File: src/rtl/wrs_pkg.sv
package wrs_pkg;
  localparam logic [6:0]  OPC_SYSTEM = 7'h73;
  localparam logic [11:0] F12_NTO    = 12'h00D;
  localparam logic [11:0] F12_STO    = 12'h01D;
  localparam logic [1:0]  PRIV_MACH  = 2'b11;

  typedef enum logic [1:0] {WK_NONE, WK_NTO, WK_STO} wait_kind_e;
  typedef enum logic [1:0] {TC_NONE, TC_ILL, TC_VIRT} trap_cls_e;
  typedef enum logic {ST_IDLE, ST_WAIT} stall_st_e;

  // Split the word into fields and match both wait encodings.
  function automatic wait_kind_e decode_wait(input logic [31:0] w);
    logic zero_regs;
    zero_regs = (w[11:7] == 5'd0) && (w[14:12] == 3'd0) && (w[19:15] == 5'd0);
    if (w[6:0] != OPC_SYSTEM || !zero_regs) return WK_NONE;
    if (w[31:20] == F12_NTO) return WK_NTO;
    if (w[31:20] == F12_STO) return WK_STO;
    return WK_NONE;
  endfunction

  // Which trap a bounded no-timeout wait would raise.
  function automatic trap_cls_e classify_trap(input wait_kind_e k, input logic [1:0] pm,
                                              input logic v, input logic t, input logic vt);
    if (k != WK_NTO || pm == PRIV_MACH) return TC_NONE;
    if (t) return TC_ILL;
    if (v && vt) return TC_VIRT;
    return TC_NONE;
  endfunction

  // A timer that started at zero hits its bound when it holds lim-1.
  function automatic logic bound_hit(input logic [31:0] cnt, input int unsigned lim);
    return cnt == 32'(lim - 1);
  endfunction
endpackage

File: src/rtl/wrs_decode.sv
module wrs_decode
  import wrs_pkg::*;
(
  input  logic [31:0] instr,
  output wait_kind_e  kind
);
  always_comb kind = decode_wait(instr);
endmodule

File: src/rtl/wrs_trap_sel.sv
module wrs_trap_sel
  import wrs_pkg::*;
(
  input  wait_kind_e kind,
  input  logic [1:0] priv,
  input  logic       virt,
  input  logic       tw,
  input  logic       vtw,
  output trap_cls_e  cls
);
  always_comb cls = classify_trap(kind, priv, virt, tw, vtw);
endmodule

File: src/rtl/wrs_cycle_timer.sv
module wrs_cycle_timer #(
  parameter int unsigned WIDTH = 8
) (
  input  logic             clk,
  input  logic             rst_n,
  input  logic             clear,
  input  logic             run,
  output logic [WIDTH-1:0] count
);
  localparam logic [WIDTH-1:0] TOP = {WIDTH{1'b1}};

  always_ff @(posedge clk or negedge rst_n) begin
    if (!rst_n)                   count <= '0;
    else if (clear)               count <= '0;
    else if (run && count != TOP) count <= count + 1'b1;
  end
endmodule

File: src/rtl/wrs_stall_ctrl.sv
module wrs_stall_ctrl
  import wrs_pkg::*;
#(
  parameter int unsigned SHORT_CYCLES = 200,
  parameter int unsigned TRAP_CYCLES  = 64,
  parameter int unsigned NUM_IRQ      = 4
) (
  input  logic               clk,
  input  logic               rst_n,
  input  logic               issue_valid,
  input  logic [31:0]        instr,
  input  logic               resv_valid,
  input  logic [NUM_IRQ-1:0] irq_pending,
  input  logic [1:0]         priv,
  input  logic               virt,
  input  logic               tw,
  input  logic               vtw,
  input  logic               spurious_wake,
  output logic               stall,
  output logic               done,
  output logic               illegal_exc,
  output logic               virtual_exc
);
  localparam int unsigned MAX_BOUND = (SHORT_CYCLES > TRAP_CYCLES) ? SHORT_CYCLES : TRAP_CYCLES;
  localparam int unsigned CNT_W     = $clog2(MAX_BOUND + 1);

  stall_st_e        state_q;
  wait_kind_e       kind_in, kind_q;
  trap_cls_e        cls_in, cls_q;
  logic [CNT_W-1:0] cnt;
  logic             accept, wake_now, sto_hit, trap_hit;
  logic             wake_evt, trap_evt, kind_sto;
  logic             done_q, ill_q, virt_q;

  wrs_decode u_dec (.instr(instr), .kind(kind_in));

  wrs_trap_sel u_trap (
    .kind(kind_in), .priv(priv), .virt(virt), .tw(tw), .vtw(vtw), .cls(cls_in)
  );

  wrs_cycle_timer #(.WIDTH(CNT_W)) u_tmr (
    .clk(clk), .rst_n(rst_n), .clear(accept), .run(state_q == ST_WAIT), .count(cnt)
  );

  // Named events used by the logic and by the bound checker.
  always_comb begin
    accept   = issue_valid && (state_q == ST_IDLE) && (kind_in != WK_NONE);
    wake_now = !resv_valid || (|irq_pending) || spurious_wake;
    kind_sto = (kind_q == WK_STO);
    sto_hit  = kind_sto && bound_hit(32'(cnt), SHORT_CYCLES);
    trap_hit = (kind_q == WK_NTO) && (cls_q != TC_NONE) && bound_hit(32'(cnt), TRAP_CYCLES);
    wake_evt = (state_q == ST_WAIT) && (wake_now || sto_hit);
    trap_evt = (state_q == ST_WAIT) && trap_hit && !wake_evt;
  end

  always_ff @(posedge clk or negedge rst_n) begin
    if (!rst_n) begin
      state_q <= ST_IDLE;
      kind_q  <= WK_NONE;
      cls_q   <= TC_NONE;
      done_q  <= 1'b0;
      ill_q   <= 1'b0;
      virt_q  <= 1'b0;
    end else begin
      done_q <= 1'b0;
      ill_q  <= 1'b0;
      virt_q <= 1'b0;
      unique case (state_q)
        ST_IDLE: begin
          if (accept) begin
            if (wake_now) begin
              done_q <= 1'b1;
            end else begin
              state_q <= ST_WAIT;
              kind_q  <= kind_in;
              cls_q   <= cls_in;
            end
          end
        end
        ST_WAIT: begin
          if (wake_evt) begin
            done_q  <= 1'b1;
            state_q <= ST_IDLE;
          end else if (trap_evt) begin
            ill_q   <= (cls_q == TC_ILL);
            virt_q  <= (cls_q == TC_VIRT);
            state_q <= ST_IDLE;
          end
        end
        default: state_q <= ST_IDLE;
      endcase
    end
  end

  assign stall       = (state_q == ST_WAIT);
  assign done        = done_q;
  assign illegal_exc = ill_q;
  assign virtual_exc = virt_q;
endmodule

File: config.mk
export PLATFORM = sky130hd
export DESIGN_NAME = wrs_stall_ctrl
export DESIGN_NICKNAME = d
export VERILOG_FILES = /design/src/rtl/wrs_pkg.sv /design/src/rtl/wrs_decode.sv /design/src/rtl/wrs_trap_sel.sv /design/src/rtl/wrs_cycle_timer.sv /design/src/rtl/wrs_stall_ctrl.sv
export SDC_FILE = /design/constraint.sdc
export NUM_CORES = 1
export LEC_CHECK = 0
export ABC_CLOCK_PERIOD_IN_PS = 1800
export BUFFER_PORTS_ARGS = -buffer_cell sky130_fd_sc_hd__buf_2
export CAP_MARGIN = 0
export CORE_ASPECT_RATIO = 0.8
export CORE_UTILIZATION = 38
export DETAILED_ROUTE_END_ITERATION = 8
export GPL_ROUTABILITY_DRIVEN = 0
export PLACE_DENSITY = 0.7
export SYNTH_ARGS = -nofsm -noshare
export SYNTH_HDL_FRONTEND = slang
export SYNTH_SLANG_ARGS = --single-unit
File: constraint.sdc
create_clock -name clk -period 1.8 [get_ports clk]
set_input_delay 0 -clock clk [delete_from_list [all_inputs] [get_ports clk]]
set_output_delay 0 -clock clk [all_outputs]
set_load 0.01 [all_outputs]
======== After elaboration in Yosys (flattened, before gate mapping) ========
Cells that the tools add are included.
cells by class
  equal/unequal tests ..................... 12
  muxes and demuxes ....................... 41
  bitwise operators ....................... 2
  $add $sub $neg .......................... 1
  reduce and logical (&&, ||, !) cells .... 28
operators with widths
  cell                                                                      count
  1-bit two-way mux                                                         25
  2-bit two-way mux                                                         12
  8-bit two-way mux                                                         2
  12-bit by 4-bit equality test with 1-bit output (second input constant)   1
  12-bit by 5-bit equality test with 1-bit output (second input constant)   1
  1-bit logical AND                                                         12
  5-bit zero test                                                           2
  8-bit by 1-bit adder with 8-bit output (second input constant)            1
  8-bit by 6-bit equality test with 1-bit output (second input constant)    1
  8-bit equality test (second input constant)                               1
  8-bit inequality test (second input constant)                             1
  7-bit inequality test (second input constant)                             1
  2-bit equality test (second input constant)                               3
  2-bit nonzero test                                                        3
  1-bit logical OR                                                          5
  2-bit by 1-bit equality test with 1-bit output (second input constant)    2
  1-bit one-hot mux with 2 select lines                                     2
  4-bit OR reduction                                                        1
  1-bit zero test                                                           3
  3-bit zero test                                                           1
  3-bit AND reduction                                                       1
  2-bit by 1-bit inequality test with 1-bit output (second input constant)  1
  1-bit NOT                                                                 2
storage, ports and cells
  logic and storage cells ................. 91
  flip-flop bits (word level) ............. 16

======== Depth between registers and ports, before layout ========
Gate-level depths: netlist of the first run.
  depth after elaboration ................. 21
  gate-level depth with buffers ........... 5
  mapped depth without buffers ............ 5

======== Cells and area by module ========
From an unflattened synthesis of the first run, not the netlist that was laid out.
unflattened totals
  cell total of the unflattened synthesis .. 99
  area, all modules ....................... 1,014.7 um^2
modules (own cells, without submodules)
  module           times used  area an instance (um^2)  cells an instance
  wrs_cycle_timer  1           464.2                    49
  wrs_stall_ctrl   1           410.4                    33
  wrs_decode       1           105.1                    13
  wrs_trap_sel     1           35.0                     4

======== Least setup slack after synthesis of the first run ========
No wires, ideal clock.
  path kind ............................... register -> register
  from .................................... register state_q, in the netlist stall
  to ...................................... register kind_q[1]
  data required time ...................... 1.675 ns
  setup time .............................. 0.125 ns
  path buffers ............................ 0
  arrival time ............................ 1.448 ns
  slack ................................... 0.227 ns
  period minus slack after synthesis ...... 1.573 ns
  cell stages (with the launch flop) ...... 5
  cell sequence ........................... dfrtp_1 nor3b_1 nand4b_1 nor4_4 mux2_2
on the way
  longest elaborated chain between the ends .. 4
RTL lines
  element                            RTL line              text
  from (decl)                        wrs_stall_ctrl.sv:27  stall_st_e state_q;
  from (signal assigned)             wrs_stall_ctrl.sv:58  state_q <= ST_IDLE;
  from (signal assigned)             wrs_stall_ctrl.sv:74  state_q <= ST_WAIT;
  from (signal assigned)             wrs_stall_ctrl.sv:83  state_q <= ST_IDLE;
  1-bit NOT (*)                      -
  1-bit logical AND (2 in a row)     wrs_stall_ctrl.sv:47  accept = issue_valid && (state_q == ST_IDLE) && (kind_in != WK_NONE);
  3-bit AND reduction (no line) (*)  -
  to (signal assigned)               wrs_stall_ctrl.sv:75  kind_q <= kind_in;
  to (decl)                          wrs_stall_ctrl.sv:28  wait_kind_e kind_in, kind_q;
Mark *: on every way between the ends. The rest lies on a longest branch, timed or not.
A chain may end at the register's enable or synchronous reset.

======== Worst setup path after layout of the first run ========
  from .................................... register u_tmr.count[3]
  to ...................................... register ill_q, in the netlist illegal_exc
on the way
  longest elaborated chain between the ends .. 9
  elaborated cells between the ends (all ways) .. 12
  those cells by class .................... 2 x eq/ne; 3 x mux; 7 x reduce/logical
RTL lines
  element                 RTL line               text
  from (decl)             wrs_cycle_timer.sv:8   output logic [WIDTH-1:0] count
  from (signal assigned)  wrs_cycle_timer.sv:15  else if (run && count != TOP) count <= count + 1'b1;
  8-bit equality test     wrs_pkg.sv:32          return cnt == 32'(lim - 1);
  1-bit logical AND       wrs_stall_ctrl.sv:50   sto_hit = kind_sto && bound_hit(32'(cnt), SHORT_CYCLES);
  1-bit logical OR        wrs_stall_ctrl.sv:52   wake_evt = (state_q == ST_WAIT) && (wake_now || sto_hit);
  1-bit logical AND       wrs_stall_ctrl.sv:52
  1-bit zero test         wrs_stall_ctrl.sv:53   trap_evt = (state_q == ST_WAIT) && trap_hit && !wake_evt;
  1-bit logical AND       wrs_stall_ctrl.sv:53
  1-bit two-way mux       wrs_stall_ctrl.sv:84   end else if (trap_evt) begin
  1-bit two-way mux (*)   wrs_stall_ctrl.sv:81   if (wake_evt) begin
  1-bit two-way mux (*)   wrs_stall_ctrl.sv:68   unique case (state_q)
  to (signal assigned)    wrs_stall_ctrl.sv:85   ill_q <= (cls_q == TC_ILL);
  to (decl)               wrs_stall_ctrl.sv:33   logic done_q, ill_q, virt_q;
Marks and branches as above.

==> impl_metrics.tcl, run 1 <==
set metrics [dict create \
    outcome "complete, no violations" \
    cp.arrival_ns 1.86 \
    postCtsResizedCells 0 \
    grt_pass1_wl_mm 3.83 \
    drc_errors 0 \
    synth_edf_count 0 \
    totalPowerFinal_uw 668 \
    netlist_instances 85 \
    p_int_uw 527 \
    yosys_warnings 0 \
    tritoncts "built" \
    vias_per_cell 5.45 \
    min_period_over_period_pct 93.5 \
    finClkSkew_ns 0.00374 \
    dr.pass1.iters 4 \
    die_y_um 45.5 \
    finalHoldViolCount 0 \
    ys_seq_area_share_pct 44.5 \
    critical_path_class "reg2reg" \
    htreeDepth 1 \
    cap_violations 0 \
    reg2reg_to "illegal_exc" \
    cts-root-buf "clkbuf_4" \
    clock-sinks 16 \
    dpl.hpwl_mm 1.78 \
    max-vdd-ir-drop_uv 466 \
    critPathLaunchType "flop" \
    drt_iter0_drc 26 \
    grt_max_degree 17 \
    switching_share_pct 21.0 \
    antenna_cells 0 \
    grt_pass1_vias 891 \
    nets 193 \
    post_drt_wl_per_cell_um 13.3 \
    leakage_uw 0.000588 \
    syn_avg_cell_area_sq_um 10.6 \
    hold_ws_ns 0.117 \
    p_per_area_nw_per_um2 522 \
    overflow 0 \
    power_frac_comb_pct 10.4 \
    worstHoldStart "spurious_wake" \
    portBuffers 49 \
    synthesis.area_sq_um 900 \
    final_layout_size_suffix_gt1_share_pct 44.1 \
    syn-num-nets 132 \
    min_to "stall" \
    antenna_found_initial 0 \
    dr_total_vias 926 \
    required_ns 1.98 \
    wl_mm 2.27 \
    synth_top_cell_by_area "dfrtp_1" \
    core_area_sq_um 2200 \
    setup_viol 0 \
    ys_ff_latch 16 \
    rsz0062_at_grt "no" \
    fin_tns_setup_ns 0 \
    reg2reg_setup_slack_ns 0.12 \
    antenna_left 0 \
    p_sw_uw 141 \
    slew_headroom_pct 74.2 \
    max_freq_mhz 594 \
    clock_latency_ns 0.29 \
    endpoint_kind "flop" \
    reg2regPathDepth 4 \
    placed_area_sq_um 1190 \
    synth_top_area_share_pct 44.5 \
    cts.reportedPaths.clkPinSlew_ns 0.09 \
    yosys.cell_types.count 32 \
    ys_async_sr_fraction_pct 100 \
    hold_depth 3 \
    worst_slew_pin_slew_ns 0.384 \
    start_util_pct 41.0 \
    cts-buffers-inserted 3 \
    clkPwrFrac_pct 35.8 \
    die_area_sq_um 2570 \
    reg2reg_from "u_tmr.count[3]" \
    fin_area_sq_um 1280 \
    areaGrowthSynthToFinish_pct 42.1 \
    fp-row-count 15 \
    clk_path_buf_depth 2 \
    dieWidth_um 56.4 \
    io_pins 50 \
    synth_top_flop_cell "dfrtp_1" \
    period_minus_slack_ns 1.68 \
    synth_area_leaders "dfrtp_1 (45%), xor2_1 (6.8%), nor4_1 (4.2%), mux2i_1 (3.3%), nor2_1 (3.3%)" \
    slew_violations 0 \
    pwr-share-seq_pct 53.8 \
    hold_path.class "in2reg" \
    track_usage_pct 19.7 \
    worst-path-max-fanout 6 \
    fin_util_pct 58.2 \
]
==> stage by stage <==
step / setup WS, ns / cells
after global placement: 0.177 / 161
final: 0.118 / 170
after floorplan: 0.227 / 85
after CTS: 0.0869 / 169
after global routing: 0.00231 / 170
after detailed placement: 0.102 / 161
==> worst max-delay path by stage <==
stage	from	to	slack (ns)	depth (start not counted)
after floorplan	stall	kind_q[1]	0.23	4
after global placement	stall	kind_q[1]	0.18	4
after detailed placement	stall	kind_q[1]	0.10	4
after CTS	stall	kind_q[1]	0.09	4
after global routing	stall	kind_q[1]	0.002	4
final	u_tmr.count[3]	illegal_exc	0.12	4
==> power by group through the flow <==
stage | Sequential [uW] | Clock (uW) | Combinational, uW
after floorplan | 366 | 0 | 8.52
after global placement | 366 | 0 | 61.1
after detailed placement | 366 | 0 | 63.6
after CTS | 359 | 244 | 70.2
after global routing | 359 | 266 | 78.4
final | 359 | 239 | 69.4
==> Yosys cell counts, types with 2 or more instances <==
cell       count
dfrtp_1       16
nor2_1         8
xor2_1         7
nor4_1         6
nand4_1        4
mux2i_1        3
nand2_1        3
nor4b_1        3
a21oi_1        2
and3_1         2
and4_1         2
inv_1          2
mux2_2         2
nand3_1        2
nand3b_1       2
nand4b_1       2
o2111ai_1      2
o211ai_1       2
o21a_1         2
==> cell usage in the layout (no fill, tap or decap) <==
cell | Yosys | routed
nor2_1 | 8 | 8
nor4b_1 | 3 | 3
nor3_2 | 1 | 1
and4b_1 | 1 | 1
ha_1 | 1 | 1
buf_2 | 0 | 49
a21oi_1 | 2 | 2
buf_4 | 0 | 4
clkbuf_4 | 0 | 3
clkbuf_8 | 0 | 1
nand4b_1 | 2 | 2
inv_1 | 2 | 2
xor2_1 | 7 | 7
and4_1 | 2 | 2
nor4_4 | 1 | 1
nand4_1 | 4 | 4
mux2i_1 | 3 | 3
nand3b_1 | 2 | 2
nor4_1 | 6 | 6
o21ai_0 | 1 | 1
mux2_2 | 2 | 2
o2111ai_1 | 2 | 2
and3_1 | 2 | 2
nand3_1 | 2 | 2
and2_1 | 1 | 1
a21o_1 | 1 | 1
o21a_1 | 2 | 2
nor3b_1 | 1 | 1
dlygate4sd3_1 | 0 | 4
nor3_1 | 1 | 1
or4_4 | 1 | 1
o211ai_1 | 2 | 2
or3_2 | 1 | 1
or4b_2 | 1 | 1
dfrtp_1 | 16 | 16
nand2_1 | 3 | 3
==> cell families (layout without fill, tap and decap cells) <==
| family | Yosys count | count (layout) | share of synthesized area, % |
|---|---|---|---|
| AOI/OAI and AO/OA | 10 | 10 | 7.79 |
| xor gates and xnor gates | 7 | 7 | 6.82 |
| adders and majority gates | 1 | 1 | 1.39 |
| buffers and inverters | 3 | 63 | 1.25 |
| DFF | 16 | 16 | 44.5 |
| muxes | 5 | 5 | 5.84 |
| and+or+nand+nor | 43 | 43 | 32.4 |
==> area by class of cell <==
type / count / area [sq um]
Inverter: 2 / 7.51
Tap cell: 25 / 31.3
Sequential cell: 16 / 400
Multi-Input combinational cell: 66 / 488
Fill cell: 198 / 917
Timing Repair Buffer: 57 / 315
Clock buffer: 4 / 36.3
==> layer usage <==
layer | share of wire, % | routed length, um | GRT usage [%]
met5 | 0 | 0 | 0
met1 | 42 | 959 | 22.5
met3 | 7.0 | 158 | 6.53
met2 | 50 | 1140 | 37.6
met4 | 0.40 | 9 | 2.44
==> sequential cells by signal (all words and copies together), names as in the netlist <==
register     flops
kind_q           2
u_tmr.count      8
virtual_exc      1
done             1
illegal_exc      1
stall            1
cls_q            2
==> worst max-delay path, stage by stage, from the launching register on <==
cell and delay [ns]:
dfrtp_1 0.44, or4b_2 0.68, nor3_1 0.20, o21a_1 0.19, nor4_1 0.06
==> what timing repair did <==
item / 4_1_cts / 5_1_grt
endpoints found under the hold margin: 19 / 0
setup buffers: 0 / 1
setup endpoints to repair: 0 / 1
hold buffers: 4 / 0
No activity file was read; power rests on OpenSTA's default activity.
==> run 2, diff against run 1 <==
--- a/config.mk
+++ b/config.mk
@@ -5,10 +5,10 @@
 export SDC_FILE = /design/constraint.sdc
 export NUM_CORES = 1
 export LEC_CHECK = 0
-export ABC_CLOCK_PERIOD_IN_PS = 1800
+export ABC_CLOCK_PERIOD_IN_PS = 1600
 export BUFFER_PORTS_ARGS = -buffer_cell sky130_fd_sc_hd__buf_2
 export CAP_MARGIN = 0
-export CORE_ASPECT_RATIO = 0.8
+export CORE_MARGIN = 5
 export CORE_UTILIZATION = 38
 export DETAILED_ROUTE_END_ITERATION = 8
 export GPL_ROUTABILITY_DRIVEN = 0
==> constraint.sdc (replaced) <==
create_clock -name clk -period 1.6 [get_ports clk]
set_input_delay 0 -clock clk [delete_from_list [all_inputs] [get_ports clk]]
set_output_delay 0 -clock clk [all_outputs]
set_load 0.01 [all_outputs]
==> run 2 against run 1 <==
  * Sequential share of layout area down 2.5 points
  * Clock-buffer cell count down 1
  * Cell area up 8.8%
  * Total power up 2.3%
  * Core utilization up 4.1 points
  * Global-route usage down 4.3 points
  * Register-to-register slack worse by 0.06 ns
  * Hold slack worse by 0.098 ns
  * Die area up 34%
  * Routed wire length up 10%
  * Non-clock buffer count up 12
  * Sequential cell count unchanged
  * Highest routed layer unchanged
==> impl_metrics.tcl, run 2 (synthesis results as in run 1) <==
set metrics [dict create \
    final_layout_size_suffix_gt1_share_pct 51.3 \
    areaGrowthSynthToFinish_pct 54.7 \
    crit_chain "nor3b_2, nand4b_1, nor4_4, buf_4, mux2_4" \
    worst-path-max-fanout 4 \
    reg2reg_setup_slack_ns 0.06 \
    io_pins 50 \
    dpl.hpwl_mm 2.02 \
    track_usage_pct 15.4 \
    grt_pass1_vias 970 \
    wl_mm 2.50 \
    die_area_sq_um 3440 \
    portBuffers 49 \
    leakage_uw 0.000644 \
    cts-root-buf "clkbuf_4" \
    path_delay_family "simple AND/OR/NAND/NOR gates" \
    grt_pass1_wl_mm 4.13 \
    drc_errors 0 \
    fin_area_sq_um 1390 \
    reg2reg_from "stall" \
    place_inst 175 \
    worst_slew_pin_slew_ns 0.338 \
    period_minus_slack_ns 1.54 \
    antenna_cells 0 \
    min_period_over_period_pct 96.5 \
    clock-sinks 16 \
    slew_violations 0 \
    required_ns 1.77 \
    core_area_sq_um 2230 \
    dieWidth_um 58.7 \
    finalHoldViolCount 0 \
    clock_latency_ns 0.28 \
    drt_iter0_drc 15 \
    dr.pass1.iters 4 \
    cp.arrival_ns 1.71 \
    cp.depth 5 \
    cap_violations 0 \
    regArea_sq_um 400 \
    hold_depth 4 \
    overflow 0 \
    fillers 200 \
    min_to "cls_q[0]" \
    antenna_left 0 \
    post_drt_wl_per_cell_um 13.6 \
    cts.reportedPaths.clkPinSlew_ns 0.08 \
    antenna_found_initial 0 \
    reg2reg_to "cls_q[1]" \
    worstHoldStart "priv[1]" \
    placed_area_sq_um 1280 \
    vias_per_cell 5.14 \
    cp_slowest_cell "dfrtp_1" \
    final_cells 184 \
    fp-row-count 17 \
    largest_reg_flops 8 \
    cts-buffers-inserted 3 \
    die_y_um 58.7 \
    htreeDepth 1 \
    p_per_area_nw_per_um2 491 \
    final_common_cell "buf_2" \
    reg2regPathDepth 5 \
    slew_headroom_pct 77.2 \
    nets 205 \
    start_util_pct 40.3 \
    outcome "complete, no violations" \
    max_freq_mhz 648 \
    rsz0062_at_grt "yes" \
    grt_max_degree 17 \
    clk_path_buf_depth 2 \
    hold_path.class "in2reg" \
    final_cell_mix "buf_2 (49), buf_4 (17), dfrtp_1 (16)" \
    critical_path_class "reg2reg" \
    crit_buf_inv 1 \
    top_register "u_tmr.count" \
    max-vdd-ir-drop_uv 542 \
    multi_input_area_sq_um 523 \
    tritoncts "built" \
    setup_viol 0 \
    dr_total_vias 946 \
    max_stage_delay_ns 0.39 \
    finClkSkew_ns 0.00389 \
    critPathLaunchType "flop" \
    endpoint_kind "flop" \
    top_regs "u_tmr.count (8), cls_q (2), kind_q (2)" \
]
## run 2: per-layer routing
layer	wire length, um	track usage, %	share of wire [%]	vias to the layer above
met1	1030	18.3	41	441
met3	168	3.51	6.7	4
met5	0	0	0	-
met2	1280	27.9	51	25
met4	27	3.88	1.1	0
li1	-	-	-	476
## run 2: how the worst max path moves through the flow
stage / start / end / slack, ns
after floorplan: stall / kind_q[1] / 0.03
after global placement: stall / kind_q[1] / 0.04
after detailed placement: stall / cls_q[1] / -0.03
after CTS: stall / cls_q[1] / -0.01
after global routing: stall / kind_q[1] / -0.06
final: stall / cls_q[1] / 0.06
## run 2: power by group
part / internal, uW / switching [uW] / total (uW) / leakage [uW]
sequential: 404 / 0.00000603 / 404 / 0.000171
clock: 87.2 / 114 / 202 / 0.0000138
combinational: 49.8 / 27.8 / 77.6 / 0.000459
total: 541 / 142 / 683 / 0.000644
## run 2: area by class of cell
| class | count | share of cell area (%) |
|---|---|---|
| Sequential cell | 16 | 28.8 |
| Timing Repair Buffer | 69 | 29.0 |
| Inverter | 2 | 0.540 |
| Multi-Input combinational cell | 66 | 37.6 |
| Clock buffer | 3 | 1.62 |
| Tap cell | 28 | 2.52 |
## run 2: tightest hold or removal path: stages
cell     delay, ns
buf_2         0.08
a21oi_1       0.07
nand2_1       0.06
mux2i_1       0.06
## run 2: stage by stage
stage / total power (uW) / util (%) / setup slack, ns / TNS (ns) / hold WS [ns]
3_5_place_dp: 484 / 57.4 / -0.0269 / -0.0496 / -0.0710
3_3_place_gp: 481 / 57.4 / 0.0351 / 0 / -0.0729
5_1_grt: 721 / 62.3 / -0.0575 / -0.122 / 0.00985
2_1_floorplan: 422 / - / 0.0270 / 0 / -0.296
6_report: 683 / 62.3 / 0.0558 / 0 / 0.0194
4_1_cts: 692 / 60.6 / -0.0121 / -0.0152 / 0.0175
## run 2: what timing repair did
action,in CTS,in global routing
pin swaps,2,9
setup buffers,1,2
endpoints found under the setup margin,3,8
endpoints found under the hold margin,19,0
gates cloned,0,0
gates resized for setup,3,5
hold buffers,3,0
